[src/rtl/alsu_pkg.sv]
package alsu_pkg;
  localparam int unsigned SEL_W = 4;

  typedef enum logic [1:0] {
    MODE_ARITH = 2'b00,
    MODE_LOGIC = 2'b01,
    MODE_SHR   = 2'b10,
    MODE_SHL   = 2'b11
  } mode_e;

  typedef enum logic [1:0] {
    YSEL_B    = 2'b00,
    YSEL_NB   = 2'b01,
    YSEL_ZERO = 2'b10,
    YSEL_ONES = 2'b11
  } ysel_e;

  typedef enum logic [1:0] {
    LOP_AND  = 2'b00,
    LOP_OR   = 2'b01,
    LOP_XOR  = 2'b10,
    LOP_NOTA = 2'b11
  } lop_e;
endpackage

[src/rtl/alsu_arith.sv]
module alsu_arith
  import alsu_pkg::*;
#(
  parameter int unsigned WIDTH = 16
) (
  input  logic [WIDTH-1:0] a_i,
  input  logic [WIDTH-1:0] b_i,
  input  logic             carry_i,
  input  logic [1:0]       op_i,
  output logic [WIDTH-1:0] sum_o,
  output logic             carry_o
);
  logic [WIDTH-1:0] y;
  logic [WIDTH:0]   c;

  assign c[0] = carry_i;

  for (genvar i = 0; i < WIDTH; i++) begin : g_bit
    // per-bit 4:1 mux on the adder's second input
    always_comb begin
      unique case (ysel_e'(op_i))
        YSEL_B:    y[i] = b_i[i];
        YSEL_NB:   y[i] = ~b_i[i];
        YSEL_ZERO: y[i] = 1'b0;
        default:   y[i] = 1'b1;
      endcase
    end
    assign sum_o[i] = a_i[i] ^ y[i] ^ c[i];
    assign c[i+1]   = (a_i[i] & y[i]) | (c[i] & (a_i[i] ^ y[i]));
  end

  assign carry_o = c[WIDTH];
endmodule

[src/rtl/alsu_logic.sv]
module alsu_logic
  import alsu_pkg::*;
#(
  parameter int unsigned WIDTH = 16
) (
  input  logic [WIDTH-1:0] a_i,
  input  logic [WIDTH-1:0] b_i,
  input  logic [1:0]       op_i,
  output logic [WIDTH-1:0] res_o
);
  for (genvar i = 0; i < WIDTH; i++) begin : g_bit
    always_comb begin
      unique case (lop_e'(op_i))
        LOP_AND: res_o[i] = a_i[i] & b_i[i];
        LOP_OR:  res_o[i] = a_i[i] | b_i[i];
        LOP_XOR: res_o[i] = a_i[i] ^ b_i[i];
        default: res_o[i] = ~a_i[i];
      endcase
    end
  end
endmodule

[src/rtl/alsu_shift.sv]
module alsu_shift #(
  parameter int unsigned WIDTH = 16
) (
  input  logic [WIDTH-1:0] a_i,
  input  logic             fill_r_i,
  input  logic             fill_l_i,
  output logic [WIDTH-1:0] shr_o,
  output logic [WIDTH-1:0] shl_o
);
  localparam int unsigned MSB = WIDTH - 1;

  for (genvar i = 0; i < WIDTH; i++) begin : g_bit
    if (i == MSB) begin : g_top
      assign shr_o[i] = fill_r_i;
    end else begin : g_mid_r
      assign shr_o[i] = a_i[i+1];
    end
    if (i == 0) begin : g_bot
      assign shl_o[i] = fill_l_i;
    end else begin : g_mid_l
      assign shl_o[i] = a_i[i-1];
    end
  end
endmodule

[src/rtl/alsu.sv]
module alsu
  import alsu_pkg::*;
#(
  parameter int unsigned WIDTH = 16
) (
  input  logic [WIDTH-1:0] a_i,
  input  logic [WIDTH-1:0] b_i,
  input  logic             carry_i,
  input  logic             fill_r_i,
  input  logic             fill_l_i,
  input  logic [SEL_W-1:0] sel_i,
  output logic [WIDTH-1:0] result_o,
  output logic             carry_o
);
  logic [WIDTH-1:0] arith_res, logic_res, shr_res, shl_res;
  logic             arith_co;
  mode_e            mode;

  assign mode = mode_e'(sel_i[3:2]);

  alsu_arith #(.WIDTH(WIDTH)) u_arith (
    .a_i     (a_i),
    .b_i     (b_i),
    .carry_i (carry_i),
    .op_i    (sel_i[1:0]),
    .sum_o   (arith_res),
    .carry_o (arith_co)
  );

  alsu_logic #(.WIDTH(WIDTH)) u_logic (
    .a_i   (a_i),
    .b_i   (b_i),
    .op_i  (sel_i[1:0]),
    .res_o (logic_res)
  );

  alsu_shift #(.WIDTH(WIDTH)) u_shift (
    .a_i      (a_i),
    .fill_r_i (fill_r_i),
    .fill_l_i (fill_l_i),
    .shr_o    (shr_res),
    .shl_o    (shl_res)
  );

  always_comb begin
    unique case (mode)
      MODE_ARITH: result_o = arith_res;
      MODE_LOGIC: result_o = logic_res;
      MODE_SHR:   result_o = shr_res;
      default:    result_o = shl_res;
    endcase
  end

  assign carry_o = (mode == MODE_ARITH) ? arith_co : 1'b0;
endmodule

[config.mk]
export PLATFORM = sky130hd
export DESIGN_NAME = alsu
export DESIGN_NICKNAME = d
export VERILOG_FILES = /design/src/rtl/alsu_pkg.sv /design/src/rtl/alsu_arith.sv /design/src/rtl/alsu_logic.sv /design/src/rtl/alsu_shift.sv /design/src/rtl/alsu.sv
export SDC_FILE = /design/constraint.sdc
export NUM_CORES = 1
export LEC_CHECK = 0
export ABC_AREA = 0
export BUFFER_PORTS_ARGS = -buffer_cell sky130_fd_sc_hd__buf_2
export CAP_MARGIN = 25
export CORE_ASPECT_RATIO = 0.5
export CORE_UTILIZATION = 25
export DETAILED_ROUTE_END_ITERATION = 7
export GPL_TIMING_DRIVEN = 0
export PLACE_DENSITY = 0.47
export RECOVER_POWER = 50
export SETUP_SLACK_MARGIN = 0.4
export SYNTH_ARGS = -nofsm -noshare
export SYNTH_HDL_FRONTEND = slang
export SYNTH_SLANG_ARGS = --single-unit
[constraint.sdc]
create_clock -name vclk -period 15.75
set_input_delay 1.575 -clock vclk [all_inputs]
set_output_delay 1.575 -clock vclk [all_outputs]
set_load 0.01 [all_outputs]
==> summary.txt, run 1 <==
STA
  – Count of final max-slew check failures: 0
  – Clock period minus final worst setup slack: 11490 ps
  – RSZ-0062 raised after global routing: no
  – Normalized max-slew margin: 0.414
  – Count of endpoints failing setup in the final report: 0
  – Total Negative Setup Slacks: 0 ps
  – Final hold violations: 0
  – Max Fclk: about 87 MHz
  – Share of the clock period used by the worst path: 0.730
  – Worst slew pin tran: 880 ps

Job
  – Max-capacitance violation count: 0

Yosys
  – Number of instances in the synthesized netlist: roughly 210
  – Library cell with the largest summed area after synthesis: sky130_fd_sc_hd__ha_1
  – Synthesized area: 1970 um^2
  – Top cell types by occurrence after synthesis: sky130_fd_sc_hd__inv_1 (65), sky130_fd_sc_hd__ha_1 (32)
  – Synthesized area per cell: about 9.3 um^2
  – Count of yosys warnings during synthesis: 0
  – Net count after synthesis: between 200 and 300
  – Top-count cell post-synth: sky130_fd_sc_hd__inv_1
  – Fraction of synthesized cell area taken by the top area cell type: 0.203
  – Synth area leaders: sky130_fd_sc_hd__ha_1 (20%), sky130_fd_sc_hd__fa_1 (16%), sky130_fd_sc_hd__mux4_2 (13%)
  – Distinct cells, synth: 20
  – Fraction of the yosys area taken by sequential cells: 0

Layout
  – Sequential standard cell area: 0 um^2
  – Layout overhead on the synthesized area: 19.5%
  – Antenna Diode Count: 0
  – Fraction of layout instances using a drive strength above 1: 0.271
  – Number of flip-flops and latches: 0
  – Clock buffer count: 0
  – Post-layout instance count excluding filler cells: about 370
  – Layout Nets: 355
  – Post-Route Utilization: 0.315

Floorplanning
  – Die Wd: about 130 um
  – I/O pin count: between 50 and 60
  – Site row count: 22
  – Total core area: between 7000 and 8000 um^2
  – Area of the die: 8280 um^2
  – Initial Util: 0.264
  – Die Height: about 65 um

Drt
  – Wire length on met1: ~2400 um
  – Detail Route met3 WL: between 300 and 400 um
  – Number of remaining DRC errors: 0
  – Total met2 wirelength after detailed routing: roughly 2500 um
  – Via count: between 1.5k and 2k
  – Total iterations of the first detailed-routing run: 6
  – Drt wl/cell: around 14 um
  – Top routing layer in use: met3
  – Total wire length: approximately 5100 um
  – Avg Vias per Cell: ~4.5
  – ANT nets after route: 0
  – Number of design-rule violations left by the first detailed-router iteration: roughly 140

Pwr
  – Share of total power consumed by net switching: 0.518
  – Share of power burned in registers: 0
  – Share of total power in combinational logic: 1.000
  – Max IR drop VDD: 0.00636 mV
  – Relative contribution of the clock network to total power: 0
  – Cell internal pwr: roughly 35 uW
  – NetSw: around 38 uW
  – Power Dens Cells: about 31 nW/um^2
  – Standby leakage power: roughly 0.0012 uW

Global routing
  – Number of antenna violations at the first check in global routing: 0
  – Pin count of the biggest net entering global routing: 11
  – Vias in the first global route: 1673
  – Total global routing track utilization: 0.129
  – GR Overflow Total: 0
  – Wire length of the first global-routing pass: ~8500 um

Setup path
  – Worst setup EP type: output pin
  – CP Data Required Time: roughly 14000 ps
  – Largest fanout of any net on the critical path: 10
  – Worst Path Arrival: between 9000 and 10000 ps
  – Crit Path Category: in2out
  – Category of the worst setup path launch point: input port

CTS
  – Count of hold buffers inserted by post-cts repair: 0
  – Post-CTS setup repair buffer count: 0
  – Cells resized by post-CTS repair: 0

Placed design
  – Total half-perimeter wirelength after legalization and detailed placement: ~4100 um
  – Number of buffers inserted by port buffering: 54
  – Placed instance count: approximately 370
  – Global placement routability congestion: about 0.76

Outcome
  – Run status: complete, no violations

Hold path
  – Class of the worst hold path: in2out
## power groups by stage
stage          Clock, uW  Sequential, uW  Combinational [uW]
3_5_place_dp           0               0                75.7
2_1_floorplan          0               0                49.0
5_1_grt                0               0                84.5
3_3_place_gp           0               0                72.2
6_report               0               0                73.6
4_1_cts                0               0                76.0
## final timing paths
path                     start      endpoint  slack [ps]  depth (start not counted)
worst max-delay path  sel_i[1]  result_o[15]        4260                         26
worst min-delay path  fill_l_i   result_o[0]        3470                          4
## layer usage
layer	up-vias	global-route usage
li1	816	-
met1	830	0.182
met2	51	0.230
met3	0	0.00908
met4	0	0.00294
met5	-	0
## layout make-up
class	count	area (um^2)
multi-input combinational	133	1610
fill	834	5130
timing repair buffer	54	268
buffer	14	104
tap	108	135
inverter	65	244
## cells in the final DEF (no fill, tap or decap)
master	synthesis	layout
sky130_fd_sc_hd__clkbuf_1	3	7
sky130_fd_sc_hd__buf_4	2	2
sky130_fd_sc_hd__a222oi_1	16	16
sky130_fd_sc_hd__o21ai_1	10	6
sky130_fd_sc_hd__ha_1	32	32
sky130_fd_sc_hd__xnor2_1	16	16
sky130_fd_sc_hd__buf_2	3	54
sky130_fd_sc_hd__o21a_1	1	1
sky130_fd_sc_hd__mux4_2	11	11
sky130_fd_sc_hd__and2_1	2	2
sky130_fd_sc_hd__buf_6	4	4
sky130_fd_sc_hd__nor2_1	2	2
sky130_fd_sc_hd__mux4_1	5	5
sky130_fd_sc_hd__nor2b_1	1	1
sky130_fd_sc_hd__buf_8	1	1
sky130_fd_sc_hd__fa_1	16	16
sky130_fd_sc_hd__o21ai_0	5	9
sky130_fd_sc_hd__nand2b_1	16	16
sky130_fd_sc_hd__inv_1	65	65
## worst max-delay path, cell delays in order
cell,delay [ps]
sky130_fd_sc_hd__buf_6,100
sky130_fd_sc_hd__clkbuf_1,660
sky130_fd_sc_hd__clkbuf_1,530
sky130_fd_sc_hd__nand2b_1,200
sky130_fd_sc_hd__xnor2_1,80
sky130_fd_sc_hd__fa_1,390
sky130_fd_sc_hd__fa_1,400
sky130_fd_sc_hd__fa_1,390
sky130_fd_sc_hd__fa_1,380
sky130_fd_sc_hd__fa_1,380
sky130_fd_sc_hd__fa_1,390
sky130_fd_sc_hd__fa_1,380
sky130_fd_sc_hd__fa_1,390
sky130_fd_sc_hd__fa_1,390
sky130_fd_sc_hd__fa_1,380
sky130_fd_sc_hd__fa_1,410
sky130_fd_sc_hd__fa_1,410
sky130_fd_sc_hd__fa_1,390
sky130_fd_sc_hd__inv_1,80
sky130_fd_sc_hd__fa_1,160
sky130_fd_sc_hd__inv_1,50
sky130_fd_sc_hd__fa_1,400
sky130_fd_sc_hd__fa_1,440
sky130_fd_sc_hd__a222oi_1,270
sky130_fd_sc_hd__o21ai_0,140
sky130_fd_sc_hd__buf_2,160
## metrics by stage
stage	cell area (um^2)	setup WS (ps)	total power [uW]	hold WS, ps
2_1_floorplan	1970	5550	49.0	3320
3_3_place_gp	2380	5110	72.2	3480
3_5_place_dp	2380	5080	75.7	3480
4_1_cts	2380	5070	76.0	3480
5_1_grt	2360	3770	84.5	3510
6_report	2360	4260	73.6	3470
## cell families (layout without fill, tap and decap cells)
kind of cell | count (synthesis) | in the layout | synth area share
compound gates | 32 | 32 | 0.123
xor+xnor | 16 | 16 | 0.0710
fa+ha+maj | 48 | 48 | 0.365
buf+inv | 79 | 133 | 0.185
mux | 16 | 16 | 0.192
simple gates | 21 | 21 | 0.0640
(Power assumes the default switching activity.)
==> run 2, diff against run 1 <==
--- a/config.mk
+++ b/config.mk
@@ -5,7 +5,7 @@
 export SDC_FILE = /design/constraint.sdc
 export NUM_CORES = 1
 export LEC_CHECK = 0
-export ABC_AREA = 0
+export ABC_AREA = 1
 export BUFFER_PORTS_ARGS = -buffer_cell sky130_fd_sc_hd__buf_2
 export CAP_MARGIN = 25
 export CORE_ASPECT_RATIO = 0.5
==> constraint.sdc (replaced) <==
create_clock -name vclk -period 11.45
set_input_delay 1.145 -clock vclk [all_inputs]
set_output_delay 1.145 -clock vclk [all_outputs]
set_load 0.01 [all_outputs]
==> run 2 against run 1 <==
Compared with the run above: via count up 31%; design area up 6.5%; sequential share of layout area unchanged; die area up 7.5%; worst hold slack worse by 830 ps; non-clock buffer count down 1; synthesized cell count up 66%; combinational power up 37%; sequential cell count unchanged; largest power group unchanged.
==> summary.txt, run 2 <==
Drt
  – Total iterations of the first detailed-routing run: 4 (was 6)
  – ANT nets after route: 0 (unchanged)
  – Total wire length: 6250 um (was 5140 um)
  – Number of design-rule violations left by the first detailed-router iteration: 75 (was 138)
  – Number of remaining DRC errors: 0 (unchanged)
  – Drt wl/cell: 12.1 um (was 13.7 um)
  – Avg Vias per Cell: 4.29 (was 4.54)
  – Via count: 2217 (was 1697)

STA
  – Max Fclk: ~100 MHz
  – Normalized max-slew margin: 0.617 (was 0.414)
  – Slack of the critical path: 1310 ps (was 4260 ps)
  – Clock period minus final worst setup slack: slightly above 10000 ps
  – RSZ-0062 raised after global routing: no (unchanged)
  – Final hold violations: 0 (unchanged)
  – Count of final max-slew check failures: 0 (unchanged)
  – Worst slew pin tran: 573 ps (was 880 ps)
  – Count of endpoints failing setup in the final report: 0 (unchanged)
  – Total Negative Setup Slacks: 0 ps (unchanged)
  – Share of the clock period used by the worst path: 0.886

Setup path
  – CP Data Required Time: 10310 ps (was 14180 ps)
  – Crit path top cell by count: sky130_fd_sc_hd__fa_1 (unchanged)
  – Slowest Stage Delay on Critical Path: 500 ps (was 660 ps)
  – Category of the worst setup path launch point: input port (unchanged)
  – Crit Path Category: in2out (unchanged)
  – Largest fanout of any net on the critical path: 10 (unchanged)
  – Standard cell with the maximum stage delay on the critical path: sky130_fd_sc_hd__fa_1 (was sky130_fd_sc_hd__clkbuf_1)
  – Worst setup EP type: output pin (unchanged)
  – Number of buffer and inverter stages on the critical path: 5 (was 6)
  – Worst Path Arrival: 9000 ps (was 9920 ps)
  – Family of cells with the greatest summed delay on the critical path: adder cells (unchanged)

Yosys
  – Library cell with the largest summed area after synthesis: sky130_fd_sc_hd__ha_1 (unchanged)
  – Net count after synthesis: 438 (was 299)
  – Fraction of synthesized cell area taken by the top area cell type: 0.188 (was 0.203)
  – Synth area leaders: sky130_fd_sc_hd__ha_1 (19%), sky130_fd_sc_hd__nand2_1 (17%), sky130_fd_sc_hd__fa_1 (15%) (was sky130_fd_sc_hd__ha_1 (20%), sky130_fd_sc_hd__fa_1 (16%), sky130_fd_sc_hd__mux4_2 (13%))
  – Top cell types by occurrence after synthesis: sky130_fd_sc_hd__nand2_1 (96), sky130_fd_sc_hd__inv_1 (61), sky130_fd_sc_hd__nor2_1 (35), sky130_fd_sc_hd__ha_1 (32), sky130_fd_sc_hd__o21ai_0 (23) (was sky130_fd_sc_hd__inv_1 (65), sky130_fd_sc_hd__ha_1 (32))
  – Top-count cell post-synth: sky130_fd_sc_hd__nand2_1 (was sky130_fd_sc_hd__inv_1)
  – Number of instances in the synthesized netlist: 351 (was 212)
  – Count of yosys warnings during synthesis: 0 (unchanged)
  – Synthesized area per cell: 6.06 um^2 (was 9.31 um^2)
  – Synthesized area: 2130 um^2 (was 1970 um^2)
  – Distinct cells, synth: 23 (was 20)
  – Fraction of the yosys area taken by sequential cells: 0 (unchanged)

Placed design
  – Pre-CTS setup slack: 1690 ps (was 5080 ps)
  – Global placement routability congestion: 0.711 (was 0.761)
  – Number of buffers inserted by port buffering: 54 (unchanged)
  – Total half-perimeter wirelength after legalization and detailed placement: 4830 um (was 4120 um)

Global routing
  – Wire length of the first global-routing pass: 10300 um (was 8490 um)
  – Number of antenna violations at the first check in global routing: 0 (unchanged)
  – Vias in the first global route: 2042 (was 1673)
  – Pin count of the biggest net entering global routing: 11 (unchanged)
  – Total global routing track utilization: 0.144 (was 0.129)
  – GR Overflow Total: 0 (unchanged)

Floorplanning
  – Site row count: 23 (was 22)
  – Total core area: 8120 um^2 (was 7490 um^2)
  – Initial Util: 0.262 (was 0.264)
  – I/O pin count: 56 (unchanged)
  – Area of the die: 8900 um^2 (was 8280 um^2)
  – Die Wd: 132 um (was 128 um)
  – Die Height: 67.2 um (was 64.8 um)

Hold path
  – Class of the worst hold path: in2out (unchanged)

Layout
  – Antenna Diode Count: 0 (unchanged)
  – Clock buffer count: 0 (unchanged)
  – Sequential standard cell area: 0 um^2 (unchanged)
  – Layout Nets: 494 (was 355)
  – Leading cell types in the layout, fill and taps excluded: sky130_fd_sc_hd__nand2_1 (97), sky130_fd_sc_hd__inv_1 (61), sky130_fd_sc_hd__buf_2 (52), sky130_fd_sc_hd__nor2_1 (36), sky130_fd_sc_hd__ha_1 (32) (was sky130_fd_sc_hd__inv_1 (65), sky130_fd_sc_hd__buf_2 (54), sky130_fd_sc_hd__ha_1 (32))
  – # fillers: 967 (was 834)
  – Number of flip-flops and latches: 0 (unchanged)
  – Layout overhead on the synthesized area: 18.2% (was 19.5%)
  – Fraction of layout instances using a drive strength above 1: 0.188 (was 0.271)
  – Multi-input logic area: 1750 um^2 (was 1610 um^2)
  – Most common library cell in the layout ignoring fill and taps: sky130_fd_sc_hd__nand2_1 (was sky130_fd_sc_hd__inv_1)

CTS
  – Cells resized by post-CTS repair: 0 (unchanged)
  – Count of hold buffers inserted by post-cts repair: 0 (unchanged)
  – Post-CTS setup repair buffer count: 0 (unchanged)

Pwr
  – Standby leakage power: 0.00140 uW (was 0.00121 uW)
  – Power Dens Cells: 40.0 nW/um^2 (was 31.2 nW/um^2)
  – Max IR drop VDD: 0.00831 mV (was 0.00636 mV)

Outcome
  – Run status: complete, no violations (unchanged)

Job
  – Max-capacitance violation count: 0 (unchanged)
run 2: cell count changes after synthesis, moves of 18 or more:
cell | previous run | this run
sky130_fd_sc_hd__nand3_1 | 0 | 18
sky130_fd_sc_hd__nand2_1 | 0 | 96
sky130_fd_sc_hd__a21oi_1 | 0 | 22
sky130_fd_sc_hd__nor2_1 | 2 | 35
sky130_fd_sc_hd__o21ai_0 | 5 | 23
run 2: worst min-delay path: cells and delay by family:
kind	cells	cell delay, ps
buf+inv	2	220
compound gates	1	100
simple gates	1	30
run 2: cell type report:
cell class,instances,area share
Buffer,13,0.0423
Inverter,67,0.100
Multi-Input combinational cell,271,0.697
Tap cell,112,0.0557
Timing Repair Buffer,54,0.105
run 2: per-stage QoR:
stage | area (um^2) | cells | util | hold WS (ps) | power [uW]
after floorplan | 2130 | 351 | - | 2420 | 65.9
after global placement | 2540 | 517 | 0.313 | 2650 | 103
after detailed placement | 2540 | 517 | 0.313 | 2640 | 104
after CTS | 2540 | 517 | 0.313 | 2640 | 104
after global routing | 2510 | 517 | 0.310 | 2680 | 117
final | 2510 | 517 | 0.310 | 2640 | 101
run 2: kinds of logic after synthesis:
group                      share of synthesized area
adders and majority gates                      0.339
buffers and inverters                          0.168
and+or+nand+nor                                0.334
AOI/OAI and AO/OA                              0.159
run 2: power by group:
group	total, uW	switching (uW)	internal [uW]	leakage (uW)
Combinational	101	60.4	40.2	0.00140
Clock	0	0	0	0
Sequential	0	0	0	0
run 2: routing by layer:
metal | share of wire | vias to the layer above | track usage
met5 | 0 | - | 0
li1 | - | 1200 | -
met2 | 0.46 | 22 | 0.262
met3 | 0.024 | 0 | 0.00375
met4 | 0 | 0 | 0
met1 | 0.51 | 995 | 0.203
run 2: worst paths after layout:
kind / start / slack (ps) / depth (start not counted) / end
worst min-delay path: fill_l_i / 2640 / 4 / result_o[0]
worst max-delay path: sel_i[1] / 1310 / 26 / result_o[15]
==> run 3, diff against run 2 <==
--- a/config.mk
+++ b/config.mk
@@ -13,7 +13,7 @@
 export DETAILED_ROUTE_END_ITERATION = 7
 export GPL_TIMING_DRIVEN = 0
 export PLACE_DENSITY = 0.47
-export RECOVER_POWER = 50
+export REMOVE_ABC_BUFFERS = 1
 export SETUP_SLACK_MARGIN = 0.4
 export SYNTH_ARGS = -nofsm -noshare
 export SYNTH_HDL_FRONTEND = slang
==> run 3 against run 2 <==
Compared with the run above: global-route usage fell by 0.55 points; largest cell class unchanged; critical path type unchanged; via count down 3.0%; sequential share of layout area unchanged; worst hold slack got worse by 2.3 ps.
==> summary.txt, run 3 (same netlist as run 2, synthesis figures left out) <==
Pwr
  – Standby leakage power: 0.00137 uW (was 0.00140 uW)
  – Power Dens Cells: 39.8 nW/um^2 (was 40.0 nW/um^2)
  – Overall power after layout: 97.1 uW (was 101 uW)
  – Max IR drop VDD: 0.00876 mV (was 0.00831 mV)

Global routing
  – Pin count of the biggest net entering global routing: 38 (was 11)
  – Total global routing track utilization: 0.138 (was 0.144)
  – Wire length of the first global-routing pass: 9960 um (was 10300 um)
  – Number of antenna violations at the first check in global routing: 0 (unchanged)
  – Vias in the first global route: 2049 (was 2042)
  – GR Overflow Total: 0 (unchanged)

Floorplanning
  – Die Height: 67.2 um (unchanged)
  – Site row count: 23 (unchanged)
  – I/O pin count: 56 (unchanged)
  – Die Wd: 132 um (unchanged)
  – Total core area: 8120 um^2 (unchanged)
  – Initial Util: 0.262 (unchanged)
  – Area of the die: 8900 um^2 (unchanged)

Setup path
  – Standard cell with the maximum stage delay on the critical path: sky130_fd_sc_hd__buf_2 (was sky130_fd_sc_hd__fa_1)
  – Largest fanout of any net on the critical path: 37 (was 10)
  – Worst setup EP type: output pin (unchanged)
  – Crit path top cell by count: sky130_fd_sc_hd__fa_1 (unchanged)
  – CP Data Required Time: 10310 ps (about the same)
  – Worst Path Arrival: 9290 ps (was 9000 ps)
  – Slowest Stage Delay on Critical Path: 610 ps (was 500 ps)
  – Category of the worst setup path launch point: input port (unchanged)
  – Crit Path Category: in2out (unchanged)
  – Worst Setup SP: sel_i[0] (was sel_i[1])

CTS
  – Post-CTS setup repair buffer count: 0 (unchanged)
  – Cells resized by post-CTS repair: 0 (unchanged)
  – Count of hold buffers inserted by post-cts repair: 0 (unchanged)

STA
  – Total Negative Setup Slacks: 0 ps (unchanged)
  – RSZ-0062 raised after global routing: no (unchanged)
  – Final hold violations: 0 (unchanged)
  – Worst slew pin tran: 796 ps (was 573 ps)
  – Clock period minus final worst setup slack: 10430 ps (was 10140 ps)
  – Share of the clock period used by the worst path: 0.911 (was 0.886)
  – Max Fclk: 95.9 MHz (was 98.6 MHz)
  – Count of final max-slew check failures: 0 (unchanged)
  – Normalized max-slew margin: 0.469 (was 0.617)
  – Count of endpoints failing setup in the final report: 0 (unchanged)

Layout
  – Sequential standard cell area: 0 um^2 (unchanged)
  – Layout overhead on the synthesized area: 14.8% (was 18.2%)
  – Leading cell types in the layout, fill and taps excluded: sky130_fd_sc_hd__nand2_1 (96), sky130_fd_sc_hd__inv_1 (61), sky130_fd_sc_hd__buf_2 (56), sky130_fd_sc_hd__nor2_1 (35), sky130_fd_sc_hd__ha_1 (32) (was sky130_fd_sc_hd__nand2_1 (97), sky130_fd_sc_hd__inv_1 (61), sky130_fd_sc_hd__buf_2 (52), sky130_fd_sc_hd__nor2_1 (36), sky130_fd_sc_hd__ha_1 (32))
  – Layout Nets: 483 (was 494)
  – Clock buffer count: 0 (unchanged)
  – Antenna Diode Count: 0 (unchanged)
  – Number of flip-flops and latches: 0 (unchanged)
  – Most common library cell in the layout ignoring fill and taps: sky130_fd_sc_hd__nand2_1 (unchanged)
  – Post-Route Utilization: 0.301 (was 0.310)
  – Fraction of layout instances using a drive strength above 1: 0.185 (was 0.188)

Drt
  – Avg Vias per Cell: 4.25 (was 4.29)
  – Number of design-rule violations left by the first detailed-router iteration: 113 (was 75)
  – Drt wl/cell: 11.6 um (was 12.1 um)
  – ANT nets after route: 0 (unchanged)
  – Total iterations of the first detailed-routing run: 4 (unchanged)
  – Total wire length: 5880 um (was 6250 um)
  – Number of remaining DRC errors: 0 (unchanged)
  – Via count: 2150 (was 2217)

Outcome
  – Run status: complete, no violations (unchanged)

Job
  – Max-capacitance violation count: 0 (unchanged)

Hold path
  – Class of the worst hold path: in2out (unchanged)
  – Launch instance of the worst min-delay path: fill_l_i (unchanged)

Placed design
  – Global placement routability congestion: 0.697 (was 0.711)
  – Number of buffers inserted by port buffering: 56 (was 54)
  – Total half-perimeter wirelength after legalization and detailed placement: 4300 um (was 4830 um)
-- run 3: power breakdown --
part	switching (uW)	leakage, uW	internal (uW)	total, uW
combinational	59.0	0.00137	38.1	97.1
sequential	0	0	0	0
clock	0	0	0	0
-- run 3: cell type report --
cell class | instances | area [um^2]
inverters | 67 | 251
well taps | 112 | 140
multi-input cells | 271 | 1770
repair buffers | 56 | 280
fillers | 952 | 5680
-- run 3: worst max-delay path: cells and delay by family --
family                   cells  cell delay, ps
adder cells (fa/ha/maj)     16            6220
AND/OR/NAND/NOR              2             660
buffers and inverters        4             890
AO/OA/AOI/OAI                3             360
-- run 3: path summary, 6_finish.rpt --
check,depth (start not counted),slack [ps],endpoint
worst max-delay path,25,1020,result_o[15]
worst min-delay path,4,2640,result_o[0]
-- run 3: per-layer routing --
metal  track usage  part of all wire  up-vias
met4       0.00287                 0        0
met5             0                 0        -
met3       0.00826             0.027        0
met2         0.258              0.47       22
met1         0.188              0.50      955
li1              -                 -     1173
-- run 3: stage by stage --
stage / setup slack, ps / hold WS, ps / std cells / area [um^2]
after floorplan: 2310 / 2440 / 338 / 2020
after global placement: 884 / 2640 / 506 / 2440
after detailed placement: 950 / 2640 / 506 / 2440
after CTS: 918 / 2640 / 506 / 2440
after global routing: 666 / 2670 / 506 / 2440
final: 1020 / 2640 / 506 / 2440
